`src/rtl/pdm_pkg.sv`:
```
package pdm_pkg;
  localparam int PCT_FULL = 100;
  localparam int PCT_W    = $clog2(PCT_FULL + 1);
endpackage

```
`src/rtl/pdm_sync_edge.sv`:
```
module pdm_sync_edge #(
  parameter int STAGES = 2
) (
  input  logic clk,
  input  logic rst_n,
  input  logic din,
  output logic level,
  output logic rise_ok,
  output logic fall_ok
);
  localparam int DEPTH = STAGES + 2;

  logic [DEPTH-1:0] sr_q, sr_nx;
  logic             ahead, prev;

  always_comb begin
    sr_nx   = {sr_q[DEPTH-2:0], din};
    ahead   = sr_q[STAGES-1];
    level   = sr_q[STAGES];
    prev    = sr_q[STAGES+1];
    // an edge counts only if the new level is still present one cycle later
    rise_ok = level & ~prev & ahead;
    fall_ok = ~level & prev & ~ahead;
  end

  always_ff @(posedge clk or negedge rst_n) begin
    if (!rst_n) sr_q <= '0;
    else        sr_q <= sr_nx;
  end
endmodule

```
`src/rtl/pdm_capture.sv`:
```
module pdm_capture #(
  parameter int CNT_W  = 16,
  parameter int MARGIN = 16
) (
  input  logic             clk,
  input  logic             rst_n,
  input  logic             level,
  input  logic             rise_ok,
  input  logic             fall_ok,
  input  logic [CNT_W-1:0] period,
  output logic             start,
  output logic [CNT_W-1:0] width,
  output logic             fire,
  output logic             fire_high
);
  localparam int IDL_W = CNT_W + 2;

  logic [CNT_W-1:0] cnt_q, cnt_nx, trise_q, trise_nx, raw, adj;
  logic             exp_rise_q, exp_rise_nx, cap_r, cap_f, cap;
  logic [IDL_W-1:0] idle_q, idle_nx, win;

  always_comb begin
    cap_r     = exp_rise_q & rise_ok;
    cap_f     = ~exp_rise_q & fall_ok;
    cap       = cap_r | cap_f;
    raw       = cnt_q - trise_q;
    adj       = (raw > period) ? (raw - period) : raw;
    width     = (adj > period) ? period : adj;
    start     = cap_f;
    win       = (IDL_W'(period) << 1) + IDL_W'(MARGIN);
    fire      = (idle_q == win) && !cap;
    fire_high = level;

    cnt_nx      = cnt_q + 1'b1;
    trise_nx    = trise_q;
    exp_rise_nx = exp_rise_q;
    if (cap_r) begin
      trise_nx    = cnt_q;
      exp_rise_nx = 1'b0;
    end
    if (cap_f) exp_rise_nx = 1'b1;

    idle_nx = idle_q;
    if (cap)               idle_nx = '0;
    else if (idle_q <= win) idle_nx = idle_q + 1'b1;
  end

  always_ff @(posedge clk or negedge rst_n) begin
    if (!rst_n) begin
      cnt_q      <= '0;
      trise_q    <= '0;
      exp_rise_q <= 1'b1;
      idle_q     <= '0;
    end else begin
      cnt_q      <= cnt_nx;
      trise_q    <= trise_nx;
      exp_rise_q <= exp_rise_nx;
      idle_q     <= idle_nx;
    end
  end

  // the width handed to the divider never exceeds one period
  a_r5_width_limited: assert property (@(posedge clk) disable iff (!rst_n)
    start |-> (width <= period));

  // a stall is reported once, not on consecutive cycles
  a_r8_single_fire: assert property (@(posedge clk) disable iff (!rst_n)
    fire |=> !fire);
endmodule

```
`src/rtl/pdm_divider.sv`:
```
module pdm_divider #(
  parameter int CNT_W = 16
) (
  input  logic                     clk,
  input  logic                     rst_n,
  input  logic                     start,
  input  logic [CNT_W-1:0]         width,
  input  logic [CNT_W-1:0]         den,
  output logic                     done,
  output logic [pdm_pkg::PCT_W-1:0] quo,
  output logic [CNT_W-1:0]         tag
);
  import pdm_pkg::*;
  localparam int NUM_W  = CNT_W + PCT_W;
  localparam int STEP_W = $clog2(NUM_W + 1);
  localparam int EXT_W  = NUM_W + CNT_W;

  logic              busy_q, busy_nx, done_q, done_nx, ge;
  logic [STEP_W-1:0] step_q, step_nx;
  logic [NUM_W-1:0]  num_q, num_nx, quo_q, quo_nx;
  logic [CNT_W-1:0]  rem_q, rem_nx, den_q, den_nx, tag_q, tag_nx;
  logic [CNT_W:0]    rem_sh, diff;

  always_comb begin
    rem_sh  = {rem_q, num_q[NUM_W-1]};
    diff    = rem_sh - {1'b0, den_q};
    ge      = (rem_sh >= {1'b0, den_q});
    busy_nx = busy_q;
    step_nx = step_q;
    num_nx  = num_q;
    quo_nx  = quo_q;
    rem_nx  = rem_q;
    den_nx  = den_q;
    tag_nx  = tag_q;
    done_nx = 1'b0;
    if (start) begin
      busy_nx = 1'b1;
      step_nx = '0;
      num_nx  = NUM_W'(width) * NUM_W'(PCT_FULL);
      quo_nx  = '0;
      rem_nx  = '0;
      den_nx  = den;
      tag_nx  = width;
    end else if (busy_q) begin
      num_nx  = num_q << 1;
      rem_nx  = ge ? diff[CNT_W-1:0] : rem_sh[CNT_W-1:0];
      quo_nx  = {quo_q[NUM_W-2:0], ge};
      step_nx = step_q + 1'b1;
      if (step_q == STEP_W'(NUM_W - 1)) begin
        busy_nx = 1'b0;
        done_nx = 1'b1;
      end
    end
  end

  always_ff @(posedge clk or negedge rst_n) begin
    if (!rst_n) begin
      busy_q <= 1'b0;
      done_q <= 1'b0;
      step_q <= '0;
      num_q  <= '0;
      quo_q  <= '0;
      rem_q  <= '0;
      den_q  <= '0;
      tag_q  <= '0;
    end else begin
      busy_q <= busy_nx;
      done_q <= done_nx;
      step_q <= step_nx;
      num_q  <= num_nx;
      quo_q  <= quo_nx;
      rem_q  <= rem_nx;
      den_q  <= den_nx;
      tag_q  <= tag_nx;
    end
  end

  assign done = done_q;
  assign quo  = quo_q[PCT_W-1:0];
  assign tag  = tag_q;

  // the finished quotient and remainder reproduce width*100
  a_r6_div_identity: assert property (@(posedge clk) disable iff (!rst_n)
    done_q |-> ((EXT_W'(quo_q) * EXT_W'(den_q) + EXT_W'(rem_q)) ==
                (EXT_W'(tag_q) * EXT_W'(PCT_FULL))) && (rem_q < den_q));
endmodule

```
`src/rtl/pwm_duty_meter.sv`:
```
module pwm_duty_meter #(
  parameter int CNT_W  = 16,
  parameter int MARGIN = 16,
  parameter int STAGES = 2
) (
  input  logic                      clk,
  input  logic                      rst_n,
  input  logic                      pwm_in,
  input  logic [CNT_W-1:0]          nom_period,
  output logic [pdm_pkg::PCT_W-1:0] duty_pct,
  output logic [CNT_W-1:0]          pulse_width,
  output logic                      valid
);
  import pdm_pkg::*;

  logic             level, rise_ok, fall_ok, start, fire, fire_high, done;
  logic [CNT_W-1:0] cap_width, tag;
  logic [PCT_W-1:0] quo;

  logic             valid_q, valid_nx;
  logic [PCT_W-1:0] pct_q, pct_nx;
  logic [CNT_W-1:0] wid_q, wid_nx;

  pdm_sync_edge #(.STAGES(STAGES)) u_sync (
    .clk(clk), .rst_n(rst_n), .din(pwm_in),
    .level(level), .rise_ok(rise_ok), .fall_ok(fall_ok)
  );

  pdm_capture #(.CNT_W(CNT_W), .MARGIN(MARGIN)) u_cap (
    .clk(clk), .rst_n(rst_n), .level(level), .rise_ok(rise_ok),
    .fall_ok(fall_ok), .period(nom_period), .start(start),
    .width(cap_width), .fire(fire), .fire_high(fire_high)
  );

  pdm_divider #(.CNT_W(CNT_W)) u_div (
    .clk(clk), .rst_n(rst_n), .start(start), .width(cap_width),
    .den(nom_period), .done(done), .quo(quo), .tag(tag)
  );

  always_comb begin
    valid_nx = 1'b0;
    pct_nx   = pct_q;
    wid_nx   = wid_q;
    if (fire) begin
      valid_nx = 1'b1;
      pct_nx   = fire_high ? PCT_W'(PCT_FULL) : '0;
      wid_nx   = fire_high ? nom_period : '0;
    end else if (done) begin
      valid_nx = 1'b1;
      pct_nx   = quo;
      wid_nx   = tag;
    end
  end

  always_ff @(posedge clk or negedge rst_n) begin
    if (!rst_n) begin
      valid_q <= 1'b0;
      pct_q   <= '0;
      wid_q   <= '0;
    end else begin
      valid_q <= valid_nx;
      pct_q   <= pct_nx;
      wid_q   <= wid_nx;
    end
  end

  assign valid       = valid_q;
  assign duty_pct    = pct_q;
  assign pulse_width = wid_q;

  // the strobe is a single-cycle pulse
  a_r7_valid_pulse: assert property (@(posedge clk) disable iff (!rst_n)
    valid |=> !valid);

  // a reported duty never exceeds full scale
  a_r6_duty_max: assert property (@(posedge clk) disable iff (!rst_n)
    valid |-> (duty_pct <= PCT_W'(PCT_FULL)));
endmodule

```
`config.mk`:
```
export PLATFORM = sky130hd
export DESIGN_NAME = pwm_duty_meter
export DESIGN_NICKNAME = d
export VERILOG_FILES = /design/src/rtl/pdm_pkg.sv /design/src/rtl/pdm_sync_edge.sv /design/src/rtl/pdm_capture.sv /design/src/rtl/pdm_divider.sv /design/src/rtl/pwm_duty_meter.sv
export SDC_FILE = /design/constraint.sdc
export NUM_CORES = 1
export LEC_CHECK = 0
export ABC_AREA = 1
export ABC_CLOCK_PERIOD_IN_PS = 8500
export BUFFER_PORTS_ARGS = -buffer_cell sky130_fd_sc_hd__clkbuf_2
export CORE_MARGIN = 8
export CORE_UTILIZATION = 64
export CTS_CLUSTER_DIAMETER = 100
export DETAILED_ROUTE_END_ITERATION = 10
export GPL_TIMING_DRIVEN = 0
export PLACE_DENSITY = 0.82
export SKIP_LAST_GASP = 1
export SYNTH_ARGS = -nofsm -noshare
export SYNTH_HDL_FRONTEND = slang
export SYNTH_SLANG_ARGS = --single-unit
export TNS_END_PERCENT = 100
```
`constraint.sdc`:
```
create_clock -name clk -period 8.5 [get_ports clk]
set_clock_uncertainty 0.15 [all_clocks]
set_input_delay 1.275 -clock clk [delete_from_list [all_inputs] [get_ports clk]]
set_output_delay 1.275 -clock clk [all_outputs]
set_load 0.02 [all_outputs]
```
* Yosys cells after proc, flatten, opt, wreduce, memory -nomap -nowiden
Cells that the tools add are included. W data, S select, Z words.
Word-level totals: memory bits (writable) 0, output and inout port bits 24, register bits after elaboration 164, bits of input ports 19, memories 0, latch bits 0, word-level logic and storage cells 76, ROM bits 0
Operators by class: $add $sub $neg 7, bitwise logic cells 11, magnitude comparators 4, divide/modulo/power cells 0, muxes and demuxes 29, shifts and indexed selects 0, equality and inequality tests 2, $mul 1, reduce and logical (&&, ||, !) cells 6
Operator list (count):
- $mux W16 | 8
- $sub A16 B16 Y16 | 3
- $mux W23 | 2
- $mux W18 | 2
- $mux W7 | 5
- $gt A16 B16 Y1 | 2
- $mul A16 B5 Y21 const B | 1
- $add A17 B5 Y18 const B | 1
- $add A18 B1 Y18 const B | 1
- $eq A18 B18 Y1 | 1
- $le A18 B18 Y1 | 1
- $ge A17 B16 Y1 | 1
- $add A16 B1 Y16 const B | 1
- $mux W1 | 10
- $mux W5 | 2
- $reduce_bool A2 Y1 | 4
- $and A1 B1 Y1 | 6
- $add A5 B1 Y5 const B | 1
- $eq A5 B5 Y1 const B | 1
- $not A1 Y1 | 4
- $logic_and A1 B1 Y1 | 1
- $logic_not A1 Y1 | 1
- $or A1 B1 Y1 | 1

* Depth between registers and ports, before layout
Gate-level depths: netlist (run 1).
depth after elaboration 8, gate-level depth with buffers 57

* Modules after synthesis
Synthesis (run 1) repeated with hierarchy kept, for this count alone.
Second synthesis, totals: cell total of the unflattened synthesis 1991, area total of the unflattened synthesis 13564.3 sq um
Modules (own cells, without submodules):
- pdm_divider | cells each 866, sequential area each 2077.0 sq um, instances 1, area an instance 6303.5 sq um
- pdm_capture | cells each 961, sequential area each 1277.5 sq um, instances 1, area an instance 5985.7 sq um
- pwm_duty_meter | cells each 155, sequential area each 600.6 sq um, instances 1, area an instance 1156.1 sq um
- pdm_sync_edge | cells each 9, sequential area each 100.1 sq um, instances 1, area an instance 118.9 sq um

* Worst setup path after synthesis (run 1)
No wires, ideal clock.
path type reg-to-reg, start reg u_cap.cnt_q[0], end reg u_div.num_q[15], arrival 6395 ps, slack 1837 ps, library setup time 117 ps, buffers on the path 2, stages on the path, launching flop included 43, period minus slack after synthesis 6663 ps, required time 8233 ps, cells stage by stage dfrtp_1 > inv_1 > ha_1 > inv_1 > fa_1 > nand3_1 > nand3_1 > nand3_1 > nand4_1 > nand2_1 > inv_1 > ha_1 > nand2_1 > nor3_2 > nand3_1 > nand2_4 > inv_4 > buf_8 > [7 not listed] > buf_2 > nand3_1 > and2_1 > ha_1 > ha_1 > inv_1 > fa_1 > inv_1 > ha_1 > nand2_1 > nand2_1 > nor2_1 > nor2_1 > nand2_1 > nand2_1 > or2_2 > nand3_1 > nand2_1
Between the ends: word-level cells in the longest chain between the ends 7, elaborated cells between the ends (all ways) 8, classes of those cells add/sub (2); mul (1); order compare (2); mux (3)
Ends and longest elaborated chain:
- from (decl) | line pdm_capture.sv:18 | logic [CNT_W-1:0] cnt_q, cnt_nx, trise_q, trise_nx, raw, adj;
- from (signal assigned) | line pdm_capture.sv:55 | cnt_q <= cnt_nx;
- $sub A16 B16 Y16 * | line pdm_capture.sv:26 | raw = cnt_q - trise_q;
- $sub A16 B16 Y16 or $gt A16 B16 Y1 (tied branches) | line pdm_capture.sv:27 | adj = (raw > period) ? (raw - period) : raw;
- $mux W16 * | line pdm_capture.sv:27
- $gt A16 B16 Y1 | line pdm_capture.sv:28 | width = (adj > period) ? period : adj;
- $mux W16 * | line pdm_capture.sv:28
- via cap_width[4] | line pwm_duty_meter.sv:17 | logic [CNT_W-1:0] cap_width, tag;
- $mul A16 B5 Y21 * | line pdm_divider.sv:39 | num_nx = NUM_W'(width) * NUM_W'(PCT_FULL);
- $mux W23 * | line pdm_divider.sv:36 | if (start) begin
- to (signal assigned) | line pdm_divider.sv:70 | num_q <= num_nx;
- to (decl) | line pdm_divider.sv:20 | logic [NUM_W-1:0] num_q, num_nx, quo_q, quo_nx;
Mark *: on every way through the listed nets, which the timed path passes. The rest lies on a longest branch. A chain may end at the register's enable or synchronous reset.

* Worst setup path in the final report (run 1)
start reg u_cap.cnt_q[0], end reg u_div.num_q[21]
The elaborated chain is that of the path after synthesis.

==> results of run 1 <==
-- Yosys cell counts (4+ instances only) --
cell / count / area (sq um)
nand2_1: 585 / 2200
inv_1: 307 / 1150
dfrtp_1: 161 / 4030
ha_1: 138 / 1730
nand3_1: 132 / 661
nor2_1: 108 / 405
o21ai_0: 98 / 490
a21oi_1: 82 / 410
xor2_1: 42 / 368
nand4_1: 24 / 150
clkbuf_1: 20 / 75.1
nor3_1: 20 / 100
nand2_2: 19 / 119
nand3b_1: 16 / 120
and2_1: 13 / 81.3
fa_1: 13 / 260
inv_2: 11 / 41.3
o22ai_1: 9 / 56.3
xnor2_1: 8 / 70.1
a21o_1: 7 / 52.6
nor3_2: 7 / 70.1
o21bai_1: 6 / 45.0
a31oi_1: 5 / 31.3
buf_4: 5 / 37.5
nand3_2: 5 / 50.1
o211ai_1: 5 / 37.5
buf_1: 4 / 15.0
buf_2: 4 / 20.0
o21ai_1: 4 / 20.0
o221ai_1: 4 / 35.0
-- placed cells by master, fill, tap and decap left out, types with 16 or more instances in the layout --
cell	synthesis	routed
inv_1	307	307
nand2_2	19	19
ha_1	138	138
nor3_1	20	20
nand3_1	132	132
clkbuf_1	20	20
a21oi_1	82	82
nand3b_1	16	16
xor2_1	42	42
nand4_1	24	24
dfrtp_1	161	161
nand2_1	585	585
nor2_1	108	108
clkbuf_2	0	41
clkbuf_16	0	17
o21ai_0	98	98
-- path summary, 6_finish.rpt --
path,from,endpoint,slack (ps),cells past startpoint
min reg2reg,u_sync.sr_q[0],u_sync.sr_q[1],200,0
max,u_cap.cnt_q[0],u_div.num_q[21],690,42
min in group asynchronous,rst_n,u_cap.idle_q[14],610,1
max reg2reg,u_cap.cnt_q[0],u_div.num_q[21],690,42
min,u_sync.sr_q[0],u_sync.sr_q[1],200,0
max in group asynchronous,rst_n,u_div.num_q[10],6700,2
-- cell type report --
| class | instances | share of cell area [%] |
|---|---|---|
| Sequential cell | 162 | 28.2 |
| Tap cell | 270 | 2.35 |
| Multi-Input combinational cell | 1372 | 53.9 |
| Clock buffer | 17 | 2.96 |
| Buffer | 37 | 1.37 |
| Inverter | 319 | 8.35 |
| Timing Repair Buffer | 43 | 1.72 |
| Clock inverter | 15 | 1.14 |
-- metrics by stage --
| step | hold WS [ps] | setup WS, ps | std cells | cell area, sq um | utilization [%] |
|---|---|---|---|---|---|
| global route | 221 | 27.2 | 2235 | 14400 | 71.0 |
| CTS | 202 | 765 | 2235 | 14400 | 71.0 |
| global placement | 184 | 918 | 2202 | 13700 | 67.9 |
| finish | 200 | 686 | 2235 | 14400 | 71.0 |
| floorplan | 181 | 1840 | 1890 | 13200 | - |
| detailed placement | 187 | 878 | 2203 | 13800 | 68.1 |
-- cells by family (layout without fill, tap and decap cells) --
family / Yosys count / in the layout / synth area share (%)
adder cells (fa/ha/maj): 151 / 151 / 15.1
AO/OA/AOI/OAI: 224 / 224 / 9.25
AND/OR/NAND/NOR: 947 / 947 / 31.1
flip-flops: 162 / 162 / 30.7
buffers and inverters: 356 / 431 / 10.6
XOR/XNOR: 50 / 50 / 3.32
-- registers in the layout, summed over array words and instances, names as in the netlist --
| name | flops |
|---|---|
| valid | 1 |
| u_div.den_q | 16 |
| u_div.busy_q | 1 |
| duty_pct | 7 |
| u_div.rem_q | 16 |
| u_div.num_q | 21 |
| pulse_width | 16 |
| u_div.tag | 16 |
| u_cap.exp_rise_q | 1 |
| u_cap.idle_q | 18 |
| u_div.done | 1 |
| u_cap.cnt_q | 16 |
| u_sync.sr_q | 4 |
| u_div.step_q | 5 |
| u_cap.trise_q | 16 |
| u_div.quo_q | 7 |
-- metal layers --
metal / vias to the layer above / part of all wire (%) / track usage, %
li1: 6136 / - / -
met1: 5775 / 43 / 34.1
met2: 467 / 47 / 46.2
met3: 101 / 7.5 / 5.92
met4: 0 / 3.2 / 12.2
met5: - / 0 / 0
-- worst max-delay path, delay by kind of cell, from the launching register on --
kind                     cells  cell delay (ps)
AO/OA/AOI/OAI                2              450
adder cells (fa/ha/maj)      8             2680
buffers and inverters        8              830
flip-flops                   1              410
AND/OR/NAND/NOR             24             3150
==> qor.yml, run 1 <==
outcome:
  status: "finished, final reports clean"
timing:
  setup_viol: 0
  rsz0062_at_grt: "false"
  fin_crit_ps: 7810
  setup_tns_ps: 0
  slew_violations: 0
  max_freq_ghz: 0.128
  worstMarginPinSlew_ps: 642
  min_period_over_period_pct: 91.9
  hold_viol_final: 0
  relSlewSlack_pct: 57.2
critical_path:
  cp_data_arrival_time_ps: 7990
  criticalPathCategory: "reg -> reg"
  required_ps: 8670
  cp_slowest_cell: "fa_1"
  worstPathMaxFanout: 10
  critPathCaptureType: "flip-flop"
  cpPeakStageDelay_ps: 500
  startpoint_type: "flip-flop"
  crit_top_cell: "nand2_1"
clock_tree:
  post_cts_buffers: 0
  ctsResizeCount: 0
  cts_hold_buf: 0
  htreeDepth: 4
  cts_buffer_depth: 2
  clk_latency_ps: 440
  cts_root_buf: "clkbuf_16"
  path_clk_slew_ps: 70
  cts_sinks: 162
  cts_buffers: 17
  cts_tree: "built"
job:
  cap_violations: 0
synth:
  synth_nets: 2060
  synth_seq_cells: 162
  synthCells: 1890
  synthArstFlopShare_pct: 100
  yosys_warnings: 0
  yosys.cell_types.count: 45
  synth_edf_count: 0
  seq_area_frac_synth_pct: 30.7
  synth.avg_cell_area_sq_um: 6.98
  netlist_area_sq_um: 13200
  ys.flop_type: "dfrtp_1"
placement:
  gp_congestion: 0.930
  io_buffer_count: 42
  dp_hpwl_microns: 26800
global_routing:
  grt.total_usage_pct: 27.7
  grt_pass1_vias: 12400
  grt_pass1_wl_microns: 58400
  grt_start_max_net_pins: 117
  grt.overflow.total: 0
  antenna_found_initial: 0
routing:
  wl_per_cell_microns: 15.5
  first_pass_iters: 6
  postRouteAntennaNets: 0
  drt-total-wl_microns: 34600
  vias: 12500
  via_per_inst: 5.58
  drc: 0
  first_iter_violations: 889
finish:
  layout.nets: 2122
  diodes: 0
  register_area_sq_um: 4060
  layout-drive-gt1-share_pct: 7.48
  syn_to_final_growth_pct: 8.89
  multi_input_area_sq_um: 7740
  fillers: 1660
die:
  io_pins: 43
  start_util_pct: 65.2
  die_w_microns: 160
  fp.dieH_microns: 160
  rows: 52
  fp.coreArea_sq_um: 20200
  die-area_sq_um: 25500
worst_hold_path:
  hp-class: "reg -> reg"
Power of run 1 is left out: the tool's default activity adds up to more than one toggle a clock period on the data nets, which glitch-free logic cannot reach.
==> inputs of run 2 (changes only) <==
--- a/config.mk
+++ b/config.mk
@@ -9,11 +9,10 @@
 export ABC_CLOCK_PERIOD_IN_PS = 8500
 export BUFFER_PORTS_ARGS = -buffer_cell sky130_fd_sc_hd__clkbuf_2
 export CORE_MARGIN = 8
-export CORE_UTILIZATION = 64
+export CORE_UTILIZATION = 40
 export CTS_CLUSTER_DIAMETER = 100
 export DETAILED_ROUTE_END_ITERATION = 10
 export GPL_TIMING_DRIVEN = 0
-export PLACE_DENSITY = 0.82
 export SKIP_LAST_GASP = 1
 export SYNTH_ARGS = -nofsm -noshare
 export SYNTH_HDL_FRONTEND = slang
==> qor.yml, run 2 (synthesis gave the netlist of run 1 again) <==
timing:
  hold_viol_final: 0  # unchanged
  slew_violations: 0  # unchanged
  min_period_over_period_pct: 91.7  # was 91.9%
  worstMarginPinSlew_ps: 797  # was 642 ps
  relSlewSlack_pct: 46.9  # was 57.2%
  max_freq_ghz: 0.128  # about the same
  setup_viol: 0  # unchanged
  fin_crit_ps: 7800  # was 7810 ps
  setup_tns_ps: 0  # unchanged
  rsz0062_at_grt: "false"  # unchanged
finish:
  fillers: 3370  # was 1660
  reg.largest.list: "u_div.num_q: 21 flops, u_cap.idle_q: 18 flops"  # unchanged
  diodes: 0  # unchanged
  largest_reg_flops: 21  # unchanged
  syn_to_final_growth_pct: 10.7  # was 8.89%
  multi_input_area_sq_um: 7760  # was 7740 sq um
  final_cell_mix: "585 x nand2_1, 307 x inv_1, 161 x dfrtp_1"  # unchanged
  largest_register: "u_div.num_q"  # unchanged
  layout_commonest_cell: "nand2_1"  # unchanged
  layout.nets: 2122  # unchanged
  register_area_sq_um: 4060  # unchanged
  layout-drive-gt1-share_pct: 7.43  # was 7.48%
die:
  die-area_sq_um: 39100  # was 25500 sq um
  die_w_microns: 198  # was 160 microns
  start_util_pct: 40.6  # was 65.2%
  fp.dieH_microns: 198  # was 160 microns
  rows: 66  # was 52
  fp.coreArea_sq_um: 32500  # was 20200 sq um
  io_pins: 43  # unchanged
global_routing:
  grt_start_max_net_pins: 110  # was 117
  grt.overflow.total: 0  # unchanged
  grt_pass1_vias: 11600  # was 12400
  grt.total_usage_pct: 19.0  # was 27.7%
  antenna_found_initial: 0  # unchanged
  grt_pass1_wl_microns: 59300  # was 58400 microns
routing:
  first_iter_violations: 768  # was 889
  first_pass_iters: 5  # was 6
  via_per_inst: 5.00  # was 5.58
  drt-total-wl_microns: 35900  # was 34600 microns
  vias: 12000  # was 12500
  wl_per_cell_microns: 14.9  # was 15.5 microns
  postRouteAntennaNets: 0  # unchanged
  drc: 0  # unchanged
clock_tree:
  htreeDepth: 4  # unchanged
  cts_tree: "built"  # unchanged
  cts_buffer_depth: 2  # unchanged
  cts_sinks: 162  # unchanged
  clk_latency_ps: 440  # about the same
  post_cts_buffers: 0  # unchanged
  path_clk_slew_ps: 70  # about the same
  cts_root_buf: "clkbuf_16"  # unchanged
  cts_buffers: 17  # unchanged
critical_path:
  criticalPathCategory: "reg -> reg"  # unchanged
  worstPathMaxFanout: 10  # unchanged
  reg2reg_depth: 42  # unchanged
  crit_top_cell: "nand2_1"  # unchanged
  critPathCaptureType: "flip-flop"  # unchanged
  required_ps: 8670  # about the same
  cp_slowest_cell: "fa_1"  # unchanged
  startpoint_type: "flip-flop"  # unchanged
  cpPeakStageDelay_ps: 490  # was 500 ps
  cp_data_arrival_time_ps: 7970  # was 7990 ps
placement:
  io_buffer_count: 42  # unchanged
  dp_hpwl_microns: 28300  # was 26800 microns
  gp_congestion: 0.898  # was 0.930
worst_hold_path:
  worstHoldPathCells: 0  # unchanged
  hp-class: "reg -> reg"  # unchanged
job:
  cap_violations: 0  # unchanged
outcome:
  status: "finished, final reports clean"  # unchanged
==> run 2: through the flow <==
stage / hold WS, ps / worst slack [ps] / util (%) / instance area (sq um) / std cells
after floorplan: 181 / 1840 / - / 13200 / 1890
after global placement: 218 / 750 / 42.9 / 14000 / 2374
after detailed placement: 207 / 676 / 43.0 / 14000 / 2375
after CTS: 226 / 643 / 44.8 / 14600 / 2407
after global routing: 234 / 14.4 / 44.9 / 14600 / 2407
final: 216 / 703 / 44.9 / 14600 / 2407
==> run 2: metal layers <==
metal	wire, microns	track usage (%)	share of wire [%]
met5	0	0	0
met4	483	4.54	1.3
met2	16400	31.6	46
met3	2020	3.27	5.6
met1	17000	25.3	47
==> run 2: layout make-up <==
type | instances | share of cell area [%]
multi-input cells | 1372 | 53.1
repair buffers | 43 | 1.69
flip-flops and latches | 162 | 27.8
well taps | 442 | 3.79
clock inverters | 12 | 1.01
clock buffers | 20 | 3.06
plain buffers | 37 | 1.36
inverters | 319 | 8.22
==> run 2: what timing repair did <==
| action | 4_1_cts | 5_1_grt |
|---|---|---|
| gates resized for setup | 0 | 3 |
| hold buffers | 0 | 0 |
| setup endpoints to repair | 0 | 4 |
==> run 2: final timing paths <==
check                                from  slack [ps]         endpoint
min in group asynchronous           rst_n         650  u_cap.cnt_q[11]
hold reg to reg            u_sync.sr_q[0]         220   u_sync.sr_q[1]
setup reg to reg           u_cap.cnt_q[0]         700  u_div.num_q[21]
setup / recovery           u_cap.cnt_q[0]         700  u_div.num_q[21]
max in group asynchronous           rst_n        6620  u_div.num_q[16]
hold / removal             u_sync.sr_q[0]         220   u_sync.sr_q[1]
==> run 2: critical path: cells and delay by family (launching register included) <==
| kind | cells | cell delay [ps] |
|---|---|---|
| DFF | 1 | 410 |
| and+or+nand+nor | 24 | 3150 |
| adders and majority gates | 8 | 2650 |
| buffers and inverters | 8 | 860 |
| AOI/OAI and AO/OA | 2 | 450 |
Power of run 2 is left out for the same reason.
